[src/rtl/rx_len_pkg.sv]
package rx_len_pkg;
    localparam int CNT_W    = 16;
    localparam int LEN_W    = 7;
    localparam int BLK_LOG2 = 5;

    typedef struct packed {
        logic             en;
        logic [LEN_W-1:0] code;
    } len_cfg_t;

    typedef struct packed {
        logic in_frame;
        logic suspend;
        logic abort;
        logic irq;
    } ctl_state_t;
endpackage

[src/rtl/rx_len_cfg.sv]
module rx_len_cfg
    import rx_len_pkg::*;
(
    input  logic               clk,
    input  logic               rst_n,
    input  logic               we,
    input  logic [LEN_W:0]     wdata,
    input  logic               sof,
    output len_cfg_t           act_cfg
);
    typedef struct packed {
        len_cfg_t shadow;
        len_cfg_t active;
    } cfg_regs_t;

    cfg_regs_t r_d, r_q;

    always_comb begin
        r_d = r_q;
        if (we) begin
            r_d.shadow.en   = wdata[LEN_W];
            r_d.shadow.code = wdata[LEN_W-1:0];
        end
        if (sof) begin
            r_d.active = r_q.shadow;
        end
    end

    always_ff @(posedge clk or negedge rst_n) begin
        if (!rst_n) begin
            r_q <= '0;
        end else begin
            r_q <= r_d;
        end
    end

    assign act_cfg = r_q.active;


    active_hold_chk: assert property (@(posedge clk) disable iff (!rst_n)
        !sof |=> $stable(act_cfg));
endmodule

[src/rtl/rx_len_counter.sv]
module rx_len_counter
    import rx_len_pkg::*;
#(
    parameter int W = CNT_W
) (
    input  logic         clk,
    input  logic         rst_n,
    input  logic         clr,
    input  logic         inc,
    output logic [W-1:0] base,
    output logic [W-1:0] cnt
);
    localparam logic [W-1:0] CNT_MAX = '1;

    logic [W-1:0] cnt_d, cnt_q;

    always_comb begin
        base  = clr ? '0 : cnt_q;
        cnt_d = base;
        if (inc && (base != CNT_MAX)) begin
            cnt_d = base + W'(1);
        end
    end

    always_ff @(posedge clk or negedge rst_n) begin
        if (!rst_n) begin
            cnt_q <= '0;
        end else begin
            cnt_q <= cnt_d;
        end
    end

    assign cnt = cnt_q;


    no_wrap_chk: assert property (@(posedge clk) disable iff (!rst_n)
        (cnt == CNT_MAX && !clr) |=> cnt == CNT_MAX);


    clear_chk: assert property (@(posedge clk) disable iff (!rst_n)
        (clr && !inc) |=> cnt == '0);
endmodule

[src/rtl/rx_len_cmp.sv]
module rx_len_cmp
    import rx_len_pkg::*;
(
    input  len_cfg_t         cfg,
    input  logic [CNT_W-1:0] seen,
    output logic             over
);
    localparam int LIM_W = LEN_W + 1 + BLK_LOG2;

    logic [LIM_W-1:0] limit;

    always_comb begin
        limit = (LIM_W'(cfg.code) + LIM_W'(1)) << BLK_LOG2;
        over  = cfg.en && (seen >= CNT_W'(limit));
    end


    limit_range_chk: assert final (limit >= LIM_W'(32) && limit <= LIM_W'(4096));
endmodule

[src/rtl/rx_len_limiter.sv]
module rx_len_limiter
    import rx_len_pkg::*;
(
    input  logic        clk,
    input  logic        rst_n,
    input  logic        cfg_we,
    input  logic [7:0]  cfg_wdata,
    input  logic        rx_sof,
    input  logic        rx_byte_vld,
    input  logic        rx_eof,
    input  logic        stat_rd,
    output logic        rx_suspend,
    output logic        frame_irq,
    output logic        frame_abort,
    output logic [15:0] byte_cnt
);
    len_cfg_t         act_cfg;
    logic [CNT_W-1:0] base;
    logic [CNT_W-1:0] cnt;
    logic             over;
    logic             infr;
    logic             accept;
    logic             susp_eff;
    logic             ovf_now;
    logic             end_now;
    ctl_state_t       s_d, s_q;

    rx_len_cfg u_cfg (
        .clk     (clk),
        .rst_n   (rst_n),
        .we      (cfg_we),
        .wdata   (cfg_wdata),
        .sof     (rx_sof),
        .act_cfg (act_cfg)
    );

    rx_len_counter #(.W(CNT_W)) u_cnt (
        .clk   (clk),
        .rst_n (rst_n),
        .clr   (rx_sof),
        .inc   (accept),
        .base  (base),
        .cnt   (cnt)
    );

    rx_len_cmp u_cmp (
        .cfg  (act_cfg),
        .seen (base),
        .over (over)
    );

    always_comb begin
        infr     = rx_sof || s_q.in_frame;
        accept   = rx_byte_vld && infr;
        susp_eff = rx_sof ? 1'b0 : s_q.suspend;
        ovf_now  = accept && over && !susp_eff;
        end_now  = rx_eof && infr;

        s_d          = s_q;
        s_d.in_frame = end_now ? 1'b0 : infr;
        s_d.suspend  = ovf_now ? 1'b1 : susp_eff;
        if (ovf_now) begin
            s_d.abort = 1'b1;
        end else if (rx_sof || stat_rd) begin
            s_d.abort = 1'b0;
        end
        s_d.irq = ovf_now || (end_now && !susp_eff);
    end

    always_ff @(posedge clk or negedge rst_n) begin
        if (!rst_n) begin
            s_q <= '0;
        end else begin
            s_q <= s_d;
        end
    end

    assign rx_suspend  = s_q.suspend;
    assign frame_irq   = s_q.irq;
    assign frame_abort = s_q.abort;
    assign byte_cnt    = cnt;


    ovf_report_chk: assert property (@(posedge clk) disable iff (!rst_n)
        $rose(rx_suspend) |-> (frame_irq && frame_abort));


    abort_cause_chk: assert property (@(posedge clk) disable iff (!rst_n)
        $rose(frame_abort) |-> rx_suspend);


    disabled_chk: assert property (@(posedge clk) disable iff (!rst_n)
        $rose(rx_suspend) |-> act_cfg.en);


    sof_release_chk: assert property (@(posedge clk) disable iff (!rst_n)
        rx_sof |=> (!rx_suspend && !frame_abort));
endmodule

[config.mk]
export PLATFORM = sky130hd
export DESIGN_NAME = rx_len_limiter
export DESIGN_NICKNAME = d
export VERILOG_FILES = /design/src/rtl/rx_len_pkg.sv /design/src/rtl/rx_len_cfg.sv /design/src/rtl/rx_len_counter.sv /design/src/rtl/rx_len_cmp.sv /design/src/rtl/rx_len_limiter.sv
export SDC_FILE = /design/constraint.sdc
export NUM_CORES = 1
export LEC_CHECK = 0
export CELL_PAD_IN_SITES_DETAIL_PLACEMENT = 1
export CELL_PAD_IN_SITES_GLOBAL_PLACEMENT = 2
export CORE_MARGIN = 10
export CORE_UTILIZATION = 36
export DETAILED_ROUTE_END_ITERATION = 12
export PLACE_DENSITY = 0.9
export SLEW_MARGIN = 20
export SYNTH_ARGS = -nofsm -noshare
export SYNTH_HDL_FRONTEND = slang
export SYNTH_SLANG_ARGS = --single-unit
export TNS_END_PERCENT = 30
[constraint.sdc]
create_clock -name clk -period 3.4 [get_ports clk]
set_clock_uncertainty 0.15 [all_clocks]
set_input_delay 0.51 -clock clk [delete_from_list [all_inputs] [get_ports clk]]
set_output_delay 0.51 -clock clk [all_outputs]
set_load 0.02 [all_outputs]
# [After elaboration in Yosys (flattened, before gate mapping)]
# Index checks and enable logic that the tools add are counted.
[word_totals] register_bits=36 input_bits=15 out_inout_bits=19 word_cells=32
[classes] n_addsub=2 magnitude_cmp=1 eq_ne=1 muxes=7 n_reduce_logical=12
[op_table] op="16-bit two-way mux" count=2
[op_table] op="16-bit by 1-bit adder with 16-bit output (second input constant)" count=1
[op_table] op="16-bit by 13-bit greater-or-equal comparator with 1-bit output" count=1
[op_table] op="16-bit != test (second input constant)" count=1
[op_table] op="7-bit by 1-bit adder with 8-bit output (second input constant)" count=1
[op_table] op="1-bit logical AND" count=7
[op_table] op="1-bit two-way mux" count=5
[op_table] op="1-bit logical OR" count=3
[op_table] op="2-bit nonzero test" count=1
[op_table] op="1-bit logical NOT" count=1

# [Longest topological paths before layout]
# Gate-level depths: netlist of the first run.
[depth] word_depth=6 mapped_depth=10 depth_no_buf=10

# [Modules after synthesis]
# From an unflattened synthesis of the first run, not the netlist that was laid out.
[unflattened] hier_cells=194 area_unflattened_um2=2160.8
[modules_own_cells] module="rx_len_counter" instances=1 cells_per_inst=98 area_per_inst_um2=973.4 seq_area_each_um2=400.4
[modules_own_cells] module="rx_len_cfg" instances=1 cells_per_inst=42 area_per_inst_um2=723.2 seq_area_each_um2=400.4
[modules_own_cells] module="rx_len_cmp" instances=1 cells_per_inst=38 area_per_inst_um2=307.8 seq_area_each_um2=0.0
[modules_own_cells] module="rx_len_limiter" instances=1 cells_per_inst=16 area_per_inst_um2=156.4 seq_area_each_um2=100.1

# [Worst setup path before layout of the first run]
# No wires, ideal clock.
[synth_timing] path_type="input to register" startpoint="input port rx_sof" endpoint="register s_q (netlist bit rx_suspend)" setup_ns=0.134 arrival_ns=2.343 required_time_ns=3.116 slack_ns=0.773 stages=10 n_path_buf=3 path_cell_list="buf_6 -> buf_2 -> buf_1 -> nor2_1 -> ha_1 -> a41oi_1 -> o21ai_0 -> a211o_1 -> a21oi_1 -> o22ai_1"
[synth_lines] item="from (decl)" line="rx_len_limiter.sv:8" rtl="input logic rx_sof,"
[synth_lines] item="to (signal assigned)" line="rx_len_limiter.sv:72" rtl="s_q <= '0;"
[synth_lines] item="to (signal assigned)" line="rx_len_limiter.sv:74" rtl="s_q <= s_d;"
[synth_lines] item="to (decl)" line="rx_len_limiter.sv:26" rtl="ctl_state_t s_d, s_q;"

# [Worst setup path after layout of the first run]
[layout_timing] startpoint="input port rx_sof" endpoint="register s_q (netlist bit frame_abort)"
[layout_via] elab_chain_cells=6 elab_cells_between_ends=12 classes_between="1 x order compare; 3 x mux; 8 x reduce/logical"
[layout_lines] item="16-bit two-way mux" line="rx_len_counter.sv:18" rtl="base = clr ? '0 : cnt_q;"
[layout_lines] item="16-bit by 13-bit greater-or-equal comparator with 1-bit output" line="rx_len_cmp.sv:14" rtl="over = cfg.en && (seen >= CNT_W'(limit));"
[layout_lines] item="1-bit logical AND" line="rx_len_cmp.sv:14"
[layout_lines] item="1-bit logical AND (2 in a row)" line="rx_len_limiter.sv:56" rtl="ovf_now = accept && over && !susp_eff;"
[layout_lines] item="1-bit two-way mux / 2-bit nonzero test (equally long branches)"
# Several ways; a longest one is shown, not always the timed one.
# A chain may end at the register's enable or synchronous reset.

==> results of run 1 <==
==> flip-flops by register name, indices dropped and copies added, names as in the netlist <==
name / cells
u_cnt.cnt: 16
u_cfg.act_cfg: 8
u_cfg.r_q: 8
frame_abort: 1
frame_irq: 1
rx_suspend: 1
s_q: 1
==> worst max-delay path by stage <==
stage,from,cells after the start,slack [ps],endpoint
after floorplan,rx_sof,10,770,rx_suspend
after global placement,rx_sof,9,330,u_cnt.cnt[3]
after detailed placement,rx_sof,9,300,frame_abort
after CTS,rx_sof,9,520,frame_abort
after global routing,rx_sof,9,290,frame_irq
final,rx_sof,9,570,frame_abort
==> Yosys cell counts, drive strengths merged <==
master | instances | share of area
and4b | 2 | 0.010
nand4b | 2 | 0.016
a21o | 1 | 0.0037
xor2 | 5 | 0.022
o22ai | 1 | 0.0031
nand4 | 4 | 0.012
ha | 11 | 0.069
a21boi | 1 | 0.0037
mux2 | 15 | 0.086
a21oi | 5 | 0.012
a41oi | 1 | 0.0044
nor2 | 13 | 0.026
xnor2 | 14 | 0.061
and4 | 3 | 0.014
nor4 | 1 | 0.011
a211o | 2 | 0.0093
a2111oi | 1 | 0.0044
nor3 | 7 | 0.025
o21a | 1 | 0.0037
dfrtp | 36 | 0.45
nand3 | 8 | 0.020
inv | 10 | 0.019
nor2b | 9 | 0.028
nand2b | 6 | 0.019
nand2 | 15 | 0.028
or3 | 1 | 0.0056
buf | 3 | 0.010
clkbuf | 2 | 0.0037
o21ai | 9 | 0.022
==> worst max-delay path: stages <==
cell and delay [ps]:
clkdlybuf4s50_1 690, buf_4 300, nor2b_1 110, ha_1 300, nor2b_1 120, o21ai_0 70, a2111oi_0 430, a21oi_1 170
o21ai_0 170
==> cell type report <==
type	count	area, sq um	area share
Multi-Input combinational cell	138	1040	0.414
Sequential cell	36	901	0.358
Clock inverter	2	35.0	0.0139
Tap cell	72	90.1	0.0358
Inverter	10	37.5	0.0149
Clock buffer	6	72.6	0.0288
Timing Repair Buffer	35	340	0.135
==> through the flow <==
stage	setup slack, ps	area, sq um	power [uW]	util
2_1_floorplan	773	2010	574	-
3_3_place_gp	332	2410	629	0.441
3_5_place_dp	297	2410	637	0.441
4_1_cts	523	2520	1010	0.460
5_1_grt	288	2520	1050	0.460
6_report	573	2520	993	0.460
==> per-layer routing <==
| layer | routed length (um) | GRT usage | part of all wire | up-vias |
|---|---|---|---|---|
| met5 | 0 | 0 | 0 | - |
| met4 | 36 | 0.0299 | 0.0079 | 0 |
| met3 | 223 | 0.0301 | 0.049 | 4 |
| met2 | 2260 | 0.186 | 0.50 | 26 |
| met1 | 2030 | 0.124 | 0.45 | 751 |
| li1 | - | - | - | 727 |
==> power breakdown <==
group | internal (uW) | switching (uW)
logic | 73.7 | 70.3
registers | 457 | 23.2
clock network | 218 | 151
total | 748 | 245
==> logic make-up (layout without fill, tap and decap cells) <==
| family | count (synthesis) | after routing | share of synthesized area |
|---|---|---|---|
| adders and majority gates | 11 | 11 | 0.0685 |
| and+or+nand+nor | 71 | 71 | 0.214 |
| buffers and inverters | 15 | 53 | 0.0324 |
| xor gates and xnor gates | 19 | 19 | 0.0829 |
| DFF | 36 | 36 | 0.449 |
| muxes | 15 | 15 | 0.0860 |
| AOI/OAI and AO/OA | 22 | 22 | 0.0673 |
==> impl_metrics.toml, run 1 <==
[run_status]
outcome = "finished, final reports clean"

[yosys]
synth_nets = 215
yosys_register_bits = 36
ys_types = 37
syn_area_per_cell_sq_um = 10.6
yosysWarningCount = 0
synth_area_sq_um = 2010
syn_inst = 189
synth_seq_area_share = 0.449

[final_layout]
final_nets = 252
layout_common_cells = "36 x dfrtp_1, 32 x clkdlybuf4s50_1, 15 x nand2_1"
syn2layout_area_growth_pct = 25.4
drive_gt1_frac = 0.150
antenna_cells = 0
layout_commonest_cell = "dfrtp_1"
fillCellCount = 634
instances_no_fill = 299

[clock_tree]
ctsHoldBuffers = 0
cts_setup_buffers = 0
ctsResizeCount = 0
cts_root_buffer = "clkbuf_8"
cts_inserted_buffers = 5
cts_buffer_depth = 2
clk_latency_ps = 280
htree_levels = 2
cts_sinks = 36
cts_tree = "done"
cts.clk_slew.worst_paths_ps = 70

[route]
wire_per_inst_um = 15.2
drc_errors = 0
avgViaCountPerCell = 5.04
first_pass_iters = 4
drtIter0Drc = 32
vias = 1508
routed_wl_um = 4550
postRouteAntennaNets = 0

[critical_path]
worstSetupStartpointType = "input port"
rr_endpoint = "rx_suspend"
required_ps = 3450
r2r_slack_ps = 980
r2r-start = "u_cfg.act_cfg[0]"
cp-end-kind = "register"
ff2ff_path_depth = 10
crit_path_max_fanout = 19
crit_type = "in -> reg"
arrival_ps = 2880

[die]
dieArea_sq_um = 8970
die_h_um = 94.7
start_util = 0.367
ios = 34
rows = 27
fp.dieW_um = 94.7
core_sq_um = 5470

[sta]
slew_headroom = 0.458
hold_slack_ps = 163
fin_crit_ps = 2830
rsz0062_at_grt = "no"
tns_ps = 0
slew_violations = 0
worst_pin_slew_ps = 814
finalSetupViolations = 0
min_period_over_period = 0.832
finalHoldViolCount = 0
fmax_mhz = 354

[power_and_ir_drop]
ir_drop_mv = 0.279
pwr_density_cell_nw_per_um2 = 394
p_leak_uw = 0.00111

[job]
max_cap_viol_count = 0

[grt]
grt_max_degree = 37
gr-total-overflow = 0
grt_first_pass_wirelength_um = 7650
grt_usage = 0.106
grt_pass1_vias = 1664
antenna_found_initial = 0

[placed_design]
place_hpwl_um = 3550
place.gp.congestion = 0.779
place_inst = 291
numPortBuffers = 33

[min_path]
min_path_type = "in -> async"
No activity file was read; power rests on OpenSTA's default activity.
==> run 2: changes to the inputs <==
Settings changed: CORE_UTILIZATION 36 to 34, PLACE_DENSITY 0.9 to 0.86.
Clock period 3.4 ns to 2.8 ns, I/O delays scaled along.
==> run 2 against run 1 <==
Compared with the run above:
- wire length grew 5.7%
- non-clock buffer count rose by 12
- worst setup slack lost 290 ps
- count of clock-buffer cells in the layout stayed put
- cell area is 2.4% higher
- combinational power increased by 28%
- first-iteration DRC count grew 31%
- critical endpoint is now rx_suspend
==> impl_metrics.toml, run 2 (synthesis results as in run 1) <==
[run_status]
outcome = "finished, final reports clean"

[critical_path]
arrival_ps = 2510
cp-end-kind = "register"
crit_type = "reg -> reg"
crit_path_max_fanout = 4
r2r_slack_ps = 290
r2r-start = "u_cfg.act_cfg[0]"
required_ps = 2800
rr_endpoint = "rx_suspend"
ff2ff_path_depth = 10
worstSetupStartpointType = "register"

[sta]
fin_crit_ps = 2510
worst_pin_slew_ps = 828
fmax_mhz = 398
min_period_over_period = 0.897
finalHoldViolCount = 0
finalSetupViolations = 0
slew_headroom = 0.448
hold_slack_ps = 78.5
rsz0062_at_grt = "no"
tns_ps = 0
slew_violations = 0

[power_and_ir_drop]
pwr_density_cell_nw_per_um2 = 433
internal-power_uw = 820
total_power_uw = 1120
p_leak_uw = 0.00115
p_switching_uw = 297
seqPwrFrac = 0.522
netSwitchingFraction = 0.266
combPwrFrac = 0.165
ir_drop_mv = 0.253
power.share.clock = 0.312

[placed_design]
place_hpwl_um = 3810
place.gp.congestion = 0.828
numPortBuffers = 33
place_inst = 303

[die]
rows = 27
fp.dieW_um = 96.9
ios = 34
die_h_um = 96.9
start_util = 0.358
core_sq_um = 5610
dieArea_sq_um = 9380

[clock_tree]
cts_setup_buffers = 0
ctsResizeCount = 0
cts_sinks = 36
cts_tree = "done"
cts_inserted_buffers = 5
cts.clk_slew.worst_paths_ps = 70
clk_latency_ps = 290
ctsHoldBuffers = 0
htree_levels = 2
cts_root_buffer = "clkbuf_8"
cts_buffer_depth = 2

[route]
postRouteAntennaNets = 0
routed_wl_um = 4810
first_pass_iters = 4
vias = 1505
drtIter0Drc = 42
wire_per_inst_um = 15.5
drc_errors = 0
avgViaCountPerCell = 4.85

[final_layout]
layout_commonest_cell = "dfrtp_1"
layout_common_cells = "36 x dfrtp_1, 32 x clkdlybuf4s50_1, 15 x nand2_1"
final_nets = 264
antenna_cells = 0
post-route-util = 0.460
syn2layout_area_growth_pct = 28.4
drive_gt1_frac = 0.189
fillCellCount = 646
instances_no_fill = 310
largest_register_ffs = 16

[min_path]
min_path_type = "in -> async"

[grt]
grt_usage = 0.102
grt_pass1_vias = 1689
antenna_found_initial = 0
gr-total-overflow = 0
grt_max_degree = 37
grt_first_pass_wirelength_um = 8060

[job]
max_cap_viol_count = 0
run 2: changes by cell type in the layout (fill, tap and decap cells not counted), sizes merged:
cell    change
buf        +12
bufinv      -1
run 2: worst max-delay path, cell delays in order, from the launching register on:
cell     delay (ps)
dfrtp_1         400
ha_1            210
nand3_1         120
nor2_1          150
xnor2_1         140
ha_1            280
a41oi_1         170
o21ai_0         110
a211o_1         300
a21oi_1         220
o22ai_1         140
run 2: per-stage QoR:
stage | instance area (sq um) | setup WS, ps
after floorplan | 2010 | 263
after global placement | 2500 | 103
after detailed placement | 2500 | 29.2
after CTS | 2580 | 249
after global routing | 2580 | 126
final | 2580 | 287
run 2: worst max-delay path by stage:
stage                         end        startpoint  slack, ps
CTS                    rx_suspend  u_cfg.act_cfg[0]        250
detailed placement    frame_abort            rx_sof         30
finish                 rx_suspend  u_cfg.act_cfg[0]        290
floorplan              rx_suspend            rx_sof        260
global route           rx_suspend  u_cfg.act_cfg[0]        130
global placement    u_cnt.cnt[11]            rx_sof        100
run 2: layout make-up:
class | instances | area [sq um] | share of cell area
repair buffers | 47 | 430 | 0.167
well taps | 72 | 90.1 | 0.0349
clock inverters | 1 | 5.00 | 0.00194
multi-input cells | 138 | 1040 | 0.404
clock buffers | 6 | 72.6 | 0.0281
inverters | 10 | 37.5 | 0.0146
flip-flops and latches | 36 | 901 | 0.349
run 2: power by group through the flow:
stage	clock, uW	combinational, uW	sequential, uW
floorplan	0	105	593
global placement	0	179	592
detailed placement	0	186	595
CTS	367	189	585
global route	390	211	589
finish	349	185	584
run 2: layer usage:
metal | track usage | share of wire | vias to the layer above
li1 | - | - | 747
met1 | 0.116 | 0.45 | 724
met2 | 0.176 | 0.49 | 29
met3 | 0.0348 | 0.047 | 5
met4 | 0.0271 | 0.0096 | 0
met5 | 0 | 0 | -
